==> src/rtl/rxw_pkg.sv <==
package rxw_pkg;

   // Default timer width and idle run length
   localparam int unsigned RXW_TMR_W    = 8;
   localparam int unsigned RXW_IDLE_RUN = 15;

   // Idle monitoring phase within one receive operation
   typedef enum logic [1:0] {
      ARM_OFF  = 2'd0,   // idle checking disabled or no operation
      ARM_WAIT = 2'd1,   // idle-detect window still open
      ARM_LIVE = 2'd2    // idle checking in force
   } rxw_arm_e;

endpackage

==> src/rtl/rxw_run_det.sv <==
// Detects a run of RUN consecutive one bits on a strobed bit stream.
module rxw_run_det #(
   parameter int unsigned RUN = 15
) (
   input  logic clk,
   input  logic rst_n,
   input  logic clr_i,
   input  logic stb_i,
   input  logic bit_i,
   output logic full_o
);

   if (RUN == 0) begin : g_bad_run
      $error("rxw_run_det: RUN must be at least 1");
   end

   if (RUN <= 8) begin : g_shift
      // Short runs: keep the last RUN bits and AND them
      logic [RUN-1:0] win_q;
      always_ff @(posedge clk or negedge rst_n) begin
         if (!rst_n)      win_q <= '0;
         else if (clr_i)  win_q <= '0;
         else if (stb_i)  win_q <= (win_q << 1) | RUN'(bit_i);
      end
      assign full_o = &win_q;
   end else begin : g_count
      // Long runs: saturating counter cleared by a zero bit
      localparam int unsigned CW = $clog2(RUN + 1);
      localparam logic [CW-1:0] LIMIT = CW'(RUN);
      logic [CW-1:0] cnt_q;
      always_ff @(posedge clk or negedge rst_n) begin
         if (!rst_n)          cnt_q <= '0;
         else if (clr_i)      cnt_q <= '0;
         else if (stb_i) begin
            if (!bit_i)               cnt_q <= '0;
            else if (cnt_q != LIMIT)  cnt_q <= cnt_q + CW'(1);
         end
      end
      assign full_o = (cnt_q == LIMIT);
   end

endmodule

==> src/rtl/rxw_tick_timer.sv <==
// Down-counter in tick units; expires once on the tick that reaches zero.
module rxw_tick_timer #(
   parameter int unsigned W = 8
) (
   input  logic         clk,
   input  logic         rst_n,
   input  logic         load_i,
   input  logic [W-1:0] val_i,
   input  logic         run_i,
   input  logic         tick_i,
   input  logic         halt_i,
   output logic         expire_o
);

   if (W == 0 || W > 16) begin : g_bad_w
      $error("rxw_tick_timer: W must be 1..16");
   end

   logic [W-1:0] cnt_q;
   logic         live_q;
   logic         step;

   assign step = live_q & run_i & tick_i & ~halt_i;

   always_ff @(posedge clk or negedge rst_n) begin
      if (!rst_n) begin
         cnt_q  <= '0;
         live_q <= 1'b0;
      end else if (load_i) begin
         cnt_q  <= val_i;
         live_q <= (val_i != '0);
      end else if (halt_i) begin
         live_q <= 1'b0;
      end else if (step) begin
         cnt_q <= cnt_q - W'(1);
         if (cnt_q == W'(1)) live_q <= 1'b0;
      end
   end

   assign expire_o = step & ~load_i & (cnt_q == W'(1));

endmodule

==> src/rtl/rx_line_watchdog.sv <==
module rx_line_watchdog
   import rxw_pkg::*;
#(
   parameter int unsigned TMR_W    = RXW_TMR_W,
   parameter int unsigned IDLE_RUN = RXW_IDLE_RUN
) (
   input  logic             clk,
   input  logic             rst_n,
   input  logic             rx_start_i,
   input  logic             rx_stop_i,
   input  logic             bit_stb_i,
   input  logic             bit_i,
   input  logic             flag_stb_i,
   input  logic             frame_act_i,
   input  logic             tick_i,
   input  logic [TMR_W-1:0] idle_tmo_i,
   input  logic [TMR_W-1:0] nprod_tmo_i,
   output logic             idle_exc_o,
   output logic             idle_sts_o,
   output logic             nprod_exc_o
);

   if (IDLE_RUN < 2) begin : g_bad_run
      $error("rx_line_watchdog: IDLE_RUN must be at least 2");
   end

   logic     active_q;
   rxw_arm_e arm_q;
   logic     line_idle;
   logic     win_exp;
   logic     nprod_exp;
   logic     idle_hit;
   logic     idle_exc_q, idle_sts_q, nprod_exc_q;

   // Operation window
   always_ff @(posedge clk or negedge rst_n) begin
      if (!rst_n)         active_q <= 1'b0;
      else if (rx_start_i) active_q <= 1'b1;
      else if (rx_stop_i)  active_q <= 1'b0;
   end

   // Run of ones on the line
   rxw_run_det #(.RUN(IDLE_RUN)) u_run (
      .clk    (clk),
      .rst_n  (rst_n),
      .clr_i  (rx_start_i),
      .stb_i  (bit_stb_i),
      .bit_i  (bit_i),
      .full_o (line_idle)
   );

   // Idle-detect window timer
   rxw_tick_timer #(.W(TMR_W)) u_win_tmr (
      .clk      (clk),
      .rst_n    (rst_n),
      .load_i   (rx_start_i),
      .val_i    (idle_tmo_i),
      .run_i    (arm_q == ARM_WAIT),
      .tick_i   (tick_i),
      .halt_i   (flag_stb_i | rx_stop_i),
      .expire_o (win_exp)
   );

   // Nonproductive time accumulator
   rxw_tick_timer #(.W(TMR_W)) u_np_tmr (
      .clk      (clk),
      .rst_n    (rst_n),
      .load_i   (rx_start_i),
      .val_i    (nprod_tmo_i),
      .run_i    (active_q & ~frame_act_i & ~flag_stb_i),
      .tick_i   (tick_i),
      .halt_i   (rx_stop_i),
      .expire_o (nprod_exp)
   );

   // Idle monitoring phase
   always_ff @(posedge clk or negedge rst_n) begin
      if (!rst_n) begin
         arm_q <= ARM_OFF;
      end else if (rx_start_i) begin
         arm_q <= (idle_tmo_i != '0) ? ARM_WAIT : ARM_OFF;
      end else if (rx_stop_i) begin
         arm_q <= ARM_OFF;
      end else if (arm_q == ARM_WAIT && (win_exp || flag_stb_i)) begin
         arm_q <= ARM_LIVE;
      end
   end

   assign idle_hit = (arm_q == ARM_LIVE) & line_idle & ~idle_sts_q;

   // Exception registers
   always_ff @(posedge clk or negedge rst_n) begin
      if (!rst_n) begin
         idle_exc_q  <= 1'b0;
         idle_sts_q  <= 1'b0;
         nprod_exc_q <= 1'b0;
      end else begin
         idle_exc_q  <= idle_hit & ~rx_start_i;
         nprod_exc_q <= nprod_exp;
         if (rx_start_i)    idle_sts_q <= 1'b0;
         else if (idle_hit) idle_sts_q <= 1'b1;
      end
   end

   assign idle_exc_o  = idle_exc_q;
   assign idle_sts_o  = idle_sts_q;
   assign nprod_exc_o = nprod_exc_q;

endmodule

==> config.mk <==
export PLATFORM = sky130hd
export DESIGN_NAME = rx_line_watchdog
export DESIGN_NICKNAME = d
export VERILOG_FILES = /design/src/rtl/rxw_pkg.sv /design/src/rtl/rxw_run_det.sv /design/src/rtl/rxw_tick_timer.sv /design/src/rtl/rx_line_watchdog.sv
export SDC_FILE = /design/constraint.sdc
export NUM_CORES = 1
export LEC_CHECK = 0
export BUFFER_PORTS_ARGS = -buffer_cell sky130_fd_sc_hd__buf_2
export CAP_MARGIN = 25
export CORE_MARGIN = 4
export CORE_UTILIZATION = 56
export CTS_BUF_LIST = sky130_fd_sc_hd__clkbuf_16
export DETAILED_ROUTE_END_ITERATION = 8
export PLACE_DENSITY_LB_ADDON = 0.3
export SYNTH_ARGS = -nofsm -noshare
export SYNTH_HDL_FRONTEND = slang
export SYNTH_HIERARCHICAL = 1
export SYNTH_SLANG_ARGS = --single-unit
==> constraint.sdc <==
create_clock -name clk -period 2.1 [get_ports clk]
set_clock_uncertainty 0.05 [all_clocks]
set_input_delay 0.42 -clock clk [delete_from_list [all_inputs] [get_ports clk]]
set_output_delay 0.42 -clock clk [all_outputs]
set_load 0.005 [all_outputs]
Word level (Yosys, flattened, before mapping):

Cells that the tools add are included.

* add/subtract/negate cells: 3
* equal/unequal tests: 9
* muxes and demuxes: 26
* bitwise gates (word level): 22
* reduce and logical (&&, ||, !) cells: 19

Operators with widths (count)
* $mux W8: 6
* $eq A8 B1 Y1 const B: 2
* $mux W4: 4
* $reduce_bool A8 Y1: 2
* $sub A8 B1 Y8 const B: 2
* $and A1 B1 Y1: 15
* $reduce_bool A3 Y1: 5
* $mux W1: 13
* $reduce_and A2 Y1: 5
* $reduce_bool A2 Y1: 5
* $mux W2: 3
* $not A1 Y1: 6
* $add A4 B1 Y4 const B: 1
* $eq A4 B4 Y1 const B: 1
* $ne A2 B2 Y1 const B: 2
* $ne A4 B4 Y1 const B: 1
* $ne A3 B2 Y1 const B: 1
* $eq A2 B1 Y1 const B: 1
* $eq A2 B2 Y1 const B: 1
* $logic_and A1 B1 Y1: 1
* $logic_or A1 B1 Y1: 1
* $or A1 B1 Y1: 1

* flip-flop bits (word level): 28
* output and inout bits: 3

Logic depth before layout (Yosys ltp):

Gate-level depths: netlist (run 1).

* depth in word-level cells: 11
* gate-level depth with buffers: 9
* gate-level depth less buffers: 8

Cells and area by module:

Netlist (run 1), hierarchy kept.

Modules (own cells, without submodules)
* rxw_tick_timer: times used 2, cells an instance 69, area an instance 629.4 sq um
* rx_line_watchdog: times used 1, cells an instance 26, area an instance 265.3 sq um
* rxw_run_det: times used 1, cells an instance 25, area an instance 231.5 sq um

Worst setup path before layout (run 1):

OpenSTA, ideal clock, no wires.

* kind: input to register
* start: input port rx_stop_i
* end: register u_win_tmr.cnt_q[3]
* arrival: 1560 ps
* data required time: 1968 ps
* setup slack: 408 ps
* cell stages on the path: 4
* cell sequence: or2_1 nand4b_2 or4b_1 a31oi_1

* longest elaborated chain between the ends: 5
* elaborated cells on any way between the ends: 6
* classes of those cells: 1 x eq/ne; 3 x bitwise; 2 x reduce/logical

Ends and longest elaborated chain
* start: declaration: RTL line rx_line_watchdog.sv:10 `input logic rx_stop_i,`
* $or A1 B1 Y1 (*): RTL line rx_line_watchdog.sv:60 `.halt_i (flag_stb_i | rx_stop_i),`
* $not A1 Y1: RTL line rxw_tick_timer.sv:23 `assign step = live_q & run_i & tick_i & ~halt_i;`
* $and A1 B1 Y1: RTL line rxw_tick_timer.sv:23
* $reduce_bool A2 Y1 (no source line)
* $reduce_and A2 Y1 (no source line) (*)
* end signal: assignment: RTL line rxw_tick_timer.sv:30 `cnt_q <= val_i;`
* end signal: assignment: RTL line rxw_tick_timer.sv:35 `cnt_q <= cnt_q - W'(1);`
* end: declaration: RTL line rxw_tick_timer.sv:19 `logic [W-1:0] cnt_q;`

Every way passes the cells marked *; elsewhere a longest branch is shown, timed or not.
A chain may end at the register's enable or synchronous reset.

Final worst setup path (run 1):

* start: register active_q
* end: register u_np_tmr.cnt_q[3]

* longest elaborated chain between the ends: 7

Ends and longest elaborated chain
* start: declaration: RTL line rx_line_watchdog.sv:27 `logic active_q;`
* start signal: assignment: RTL line rx_line_watchdog.sv:37 `if (!rst_n) active_q <= 1'b0;`
* start signal: assignment: RTL line rx_line_watchdog.sv:38 `else if (rx_start_i) active_q <= 1'b1;`
* start signal: assignment: RTL line rx_line_watchdog.sv:39 `else if (rx_stop_i) active_q <= 1'b0;`
* $and A1 B1 Y1 (2 in a row): RTL line rx_line_watchdog.sv:70 `.run_i (active_q & ~frame_act_i & ~flag_stb_i),`
* $and A1 B1 Y1 (3 in a row): RTL line rxw_tick_timer.sv:23
* $reduce_bool A2 Y1 (no source line)
* $reduce_and A2 Y1 (no source line)
* end signal: assignment: RTL line rxw_tick_timer.sv:30
* end signal: assignment: RTL line rxw_tick_timer.sv:35
* end: declaration: RTL line rxw_tick_timer.sv:19

No other way between the ends.

==> out/results.txt, run 1 <==
Routed vias = 1608
Critical path launch point type = flip-flop
Initial antenna violation count = 0
Post-route setup slack = 0.384 ns
Psw = 0.000345 W
Ranking of synthesized cells by area = dfrtp_1 40%, nor2_1 4.5%, ha_1 3.6%
Mux cell area share after synthesis = 0.0242
Area of placed instances = 1930 µm²
Initial core utilization = 0.580
Worst setup EP type = flip-flop
Worst path cell trace = nor3b_1, nand4b_2, or4b_1, a31oi_1
Layout Nets = 248
Lkg Pwr = 0.861 nW
Clk slew on worst S/H paths = 0.06 ns
Synth cell types = 47
Cell internal pwr = 0.000931 W
Top Usage Layer GRT = met2
#FFs+latches synth = 28
Fmax = 583 MHz
Slew HR = 0.584
TritonCTS Sinks = 28
Hold buffers post-CTS = 0
Port buffer count = 27
VDD IR max = 0.305 mV
Leading area contributor after synthesis = dfrtp_1
Compound-gate portion of the synthesized area = 0.171
Sequential power share = 0.499
Net Count, Synth = 219
Syn Area/Cell = 9.29 µm²
First-pass GRT wire length = 6730 µm
DR iter-0 viols = 134
R2r setup slk = 0.38 ns
Gate count of the mapped netlist = 189
Warnings, synthesis = 6
Clock buffer depth = 2
Crit path time final = 1.72 ns
Global Route met2 Usage = 0.342
XOR/XNOR share of the synthesized area = 0.00998
Sum of negative setup slack = 0 ns
Crit path DAT = 1.85 ns
Area grow syn2layout = 14.5%
Worst path slowest cell = or4b_1
DRC viols = 0
Top-area cell type share of the netlist area = 0.399
Async set-or-reset flop fraction in the synthesized netlist = 1.00
Final number of setup-violating endpoints = 0
Hpwl dp = 3010 µm
Die ar. = 4090 µm²
Post-Synth Adder-Cell Area = 0.0356
Ports = 28
Number of global-route vias before repair = 1543
Worst min path class = input pin to async pin
CP delay by family, top = simple AND/OR/NAND/NOR gates
Clock share of power = 0.330
Vias per cell = 6.16
PwrDens = 635 nW/µm²
Post-place setup slack = 0.161 ns
Largest net degree at the start of global routing = 29
ANT nets after route = 0
Final Instance Area = 2010 µm²
Worst skew pair latency = 0.26 ns
Die width = 64.0 µm
Status = finished clean
Post-synth EDFFs = 0
Die H = 64.0 µm
Combinational group share of total power = 0.171
CTS H-Tree Depth = 1
CTS Buf Count = 3
Diodes inserted = 0
Combinational family with the most area after synthesis = simple AND/OR/NAND/NOR gates
Seq/Total Area, Yosys = 0.399
CP Class = flip-flop to flip-flop
Crit path buffers/inverters = 0
Worst Path Required = 2.23 ns
Switching Fraction = 0.270
Met1 Resource Use GR = 0.257
Core Region = 3030 µm²
Routed len/inst = 15.5 µm
RSZ-0062 raised after global routing = no
Final Max Slew Viols = 0
CTS Root Cell = clkbuf_16
Post-synthesis simple-gate area fraction = 0.306
Post-Syn Area = 1760 µm²
Min Hold Slack = 0.126 ns
Worst-Margin Slew = 0.624 ns
GP Congestion = 0.877
Final period util = 0.817
Congestion Overflow GR = 0
Drt first pass iters = 4
Crit-path max cell delay = 0.53 ns
# Post-CTS Setup Buffers = 0
WL final = 4050 µm
Hold Violations, Final = 0
Max-Cap Viols = 0
Critical Path Fanout Max = 8
CTS tree = done
Top_reg_cell synth = dfrtp_1
GR Util All Layers = 0.204
Fraction of layout cells with a size suffix above 1 = 0.212
# rows = 20
Post-CTS sizing = 0
Met3 Use GR = 0.0439
cell type report:
type	instances	area [µm²]
Multi-Input combinational cell	141	961
Clock inverter	1	3.75
Tap cell	44	55.1
Inverter	13	48.8
Fill cell	240	1020
Clock buffer	3	75.1
Sequential cell	28	701
Timing Repair Buffer	31	165
placed cells by master, fill, tap and decap left out, types with 5 or more instances in the layout:
cell type,n
nand2_1,6
inv_1,11
a31oi_1,8
nand3_1,10
dfrtp_1,28
o21ai_0,6
a21oi_1,6
nand2b_1,5
buf_2,27
nor4_1,6
nand4_1,6
ha_1,5
nor2_1,21
nor3_1,5
synthesized netlist by cell type, types with 3 or more instances:
cell type and instances:
dfrtp_1 28, nor2_1 21, inv_1 11, nand3_1 10
a31oi_1 8, a21oi_1 6, nand2_1 6, nand4_1 6
nor4_1 6, o21ai_0 6, ha_1 5, nand2b_1 5
nor3_1 5, nor2b_1 4, o41ai_1 4, buf_2 3
nand4b_1 3
path summary, 6_finish.rpt:
kind,from,end,cells after the start
setup / recovery,active_q$_DFFE_PN0N_,u_np_tmr/cnt_q[3]$_DFFE_PN0P_,4
hold / removal,rst_n,u_run/g_count.cnt_q[1]$_DFFE_PN0P_,1
max in group asynchronous,rst_n,u_win_tmr/live_q$_DFFE_PN0P_,1
min in group clk,nprod_tmo_i[0],u_np_tmr/cnt_q[0]$_DFFE_PN0P_,3
hold reg to reg,idle_sts_o$_DFFE_PN0P_,idle_exc_o$_DFF_PN0_,1
setup reg to reg,active_q$_DFFE_PN0N_,u_np_tmr/cnt_q[3]$_DFFE_PN0P_,4
metrics by stage:
stage	utilization	instances	power [W]
6_report	0.664	261	0.00128
5_1_grt	0.664	261	0.00136
4_1_cts	0.664	261	0.00129
3_5_place_dp	0.638	257	0.000858
3_3_place_gp	0.638	257	0.000844
2_1_floorplan	-	189	0.000772
routing by layer:
| metal | vias up | routed length, µm |
|---|---|---|
| met5 | - | 0 |
| li1 | 771 | - |
| met4 | 0 | 59 |
| met1 | 774 | 1820 |
| met2 | 55 | 1970 |
| met3 | 8 | 206 |
state kept, by name, summed over array words and instances, names as in the netlist:
signal / count
u_run/g_count.cnt_q: 4
nprod_exc_o: 1
arm_q: 2
idle_sts_o: 1
idle_exc_o: 1
u_np_tmr/live_q: 1
active_q: 1
u_win_tmr/live_q: 1
u_win_tmr/cnt_q: 8
u_np_tmr/cnt_q: 8
cells by family (layout without fill, tap and decap cells):
kind of cell / Yosys count / after routing
buf+inv: 20 / 48
mux: 4 / 4
compound gates: 42 / 42
fa+ha+maj: 5 / 5
simple gates: 88 / 88
flops: 28 / 28
xor+xnor: 2 / 2
power groups by stage:
stage	Clock, W	Sequential (W)	Combinational (W)
6_report	0.000421	0.000636	0.000218
5_1_grt	0.000473	0.000642	0.000241
4_1_cts	0.000444	0.000634	0.000216
3_5_place_dp	0	0.000643	0.000214
3_3_place_gp	0	0.000640	0.000204
2_1_floorplan	0	0.000626	0.000146
No activity file was read; power rests on OpenSTA's default activity.
==> inputs of run 2 (changes only) <==
==> constraint.sdc (replaced) <==
create_clock -name clk -period 1.6 [get_ports clk]
set_clock_uncertainty 0.05 [all_clocks]
set_input_delay 0.32 -clock clk [delete_from_list [all_inputs] [get_ports clk]]
set_output_delay 0.32 -clock clk [all_outputs]
set_load 0.005 [all_outputs]
==> run 2 against run 1 <==
Sequential cell count unchanged. Power grew 51%. Design area grew 11%. Routed wire length is 9.2% higher. Core utilization rose by 7.2 points. Clock-buffer cell count unchanged. Non-clock buffer count grew 20. Die area did not move. Register-to-register slack worse by 0.33 ns. Fmax is 11% higher. Sequential power up 29%. Clock power is 76% higher.
==> out/results.txt, run 2 (same netlist as run 1, synthesis figures left out) <==
Area grow syn2layout = 26.9%
Fraction of layout cells with a size suffix above 1 = 0.338
Core Region = 3030 µm²
Number of global-route vias before repair = 1621
CTS tree = done
Initial core utilization = 0.580
Biggest regs = u_np_tmr/cnt_q x8, u_win_tmr/cnt_q x8, u_run/g_count.cnt_q x4
Met1 wire length = 1930 µm
Min Hold Slack = 0.0203 ns
Fmax = 646 MHz
Largest net degree at the start of global routing = 29
Worst min path class = input pin to async pin
Congestion Overflow GR = 0
Post-route setup slack = 0.0511 ns
Post-place setup slack = -0.131 ns
Max-Cap Viols = 0
Diodes inserted = 0
Final number of setup-violating endpoints = 0
Routed len/inst = 15.8 µm
Die H = 64.0 µm
Final Max Slew Viols = 0
Die width = 64.0 µm
Top Metal Used = met4
PwrDens = 867 nW/µm²
Crit path DAT = 1.67 ns
Port buffer count = 27
Hold Violations, Final = 0
GP Congestion = 0.950
CTS Buf Count = 3
Worst path slowest cell = dfrtp_2
Critical Path Fanout Max = 5
Worst path cell trace = ha_1, and3_2, or3_1, a31oi_1
ANT nets after route = 0
First-pass GRT wire length = 7160 µm
Ports = 28
Final period util = 0.968
Initial antenna violation count = 0
Vias per cell = 6.04
VDD IR max = 0.626 mV
CTS H-Tree Depth = 1
Drt first pass iters = 4
DR WL met3 = 244 µm
Sum of negative setup slack = 0 ns
Overall power = 0.00193 W
Hold buffers post-CTS = 0
Status = finished clean
DRC viols = 0
Most common cell after layout, fill and taps aside = buf_2
Worst-Margin Slew = 0.621 ns
GR Util All Layers = 0.220
Worst skew pair latency = 0.26 ns
# rows = 20
CTS Root Cell = clkbuf_16
Clock buffer depth = 2
Crit-path max cell delay = 0.43 ns
Clk slew on worst S/H paths = 0.06 ns
Worst Path Required = 1.73 ns
Die ar. = 4090 µm²
Slew HR = 0.586
DR iter-0 viols = 195
Crit path time final = 1.55 ns
Worst setup EP type = flip-flop
Routed vias = 1698
Most frequent cells in the layout = 27 x buf_2, 25 x dfrtp_1, 24 x buf_4
WL final = 4430 µm
Met2 WL = 2170 µm
Lkg Pwr = 0.968 nW
Layout Nets = 268
Final core utilization = 0.736
CP Class = flip-flop to flip-flop
TritonCTS Sinks = 28
Critical path launch point type = flip-flop
Hpwl dp = 3220 µm
==> run 2: repair_timing <==
item,4_1_cts,5_1_grt
resized for setup,0,13
buffers inserted,0,3
hold endpoints to repair,0,0
endpoints found under the setup margin,0,11
==> run 2: worst paths after layout <==
| path | slack, ns | from | endpoint | depth (start not counted) |
|---|---|---|---|---|
| setup / recovery | 0.05 | u_run/g_count.cnt_q[0]$_DFFE_PN0P_ | u_run/g_count.cnt_q[0]$_DFFE_PN0P_ | 4 |
| hold / removal | 0.02 | rst_n | arm_q[1]$_DFFE_PN0P_ | 1 |
| setup reg to reg | 0.05 | u_run/g_count.cnt_q[0]$_DFFE_PN0P_ | u_run/g_count.cnt_q[0]$_DFFE_PN0P_ | 4 |
| hold reg to reg | 0.42 | idle_sts_o$_DFFE_PN0P_ | idle_exc_o$_DFF_PN0_ | 1 |
| max in group asynchronous | 1.04 | rst_n | u_np_tmr/cnt_q[0]$_DFFE_PN0P_ | 1 |
| min in group clk | 0.24 | nprod_tmo_i[0] | u_np_tmr/cnt_q[0]$_DFFE_PN0P_ | 3 |
==> run 2: through the flow <==
step | area (µm²) | instances
floorplan | 1760 | 189
global placement | 2060 | 274
detailed placement | 2060 | 274
CTS | 2160 | 278
global route | 2230 | 281
finish | 2230 | 281
==> run 2: routing by layer <==
layer	global-route usage	up-vias
li1	-	816
met1	0.291	805
met2	0.365	68
met3	0.0193	9
met4	0.0970	0
met5	0	-
==> run 2: where the power goes <==
part | leakage (nW) | switching [W] | internal [W]
logic | 0.587 | 0.000196 | 0.000175
clock network | 0.0511 | 0.000240 | 0.000498
registers | 0.330 | 0.0000604 | 0.000762
total | 0.968 | 0.000497 | 0.00143
==> run 2: cell type report <==
type | instances | area (µm²)
fill | 207 | 800
sequential | 28 | 704
clock buffer | 3 | 75.1
timing repair buffer | 51 | 315
inverter | 13 | 48.8
clock inverter | 1 | 30.0
multi-input combinational | 141 | 1000
tap | 44 | 55.1
==> run 2: critical path: cells and delay by family, from the launching register on <==
kind                     cells  cell delay [ns]
AO/OA/AOI/OAI                1             0.18
flip-flops                   1             0.43
AND/OR/NAND/NOR              2             0.56
adder cells (fa/ha/maj)      1             0.24
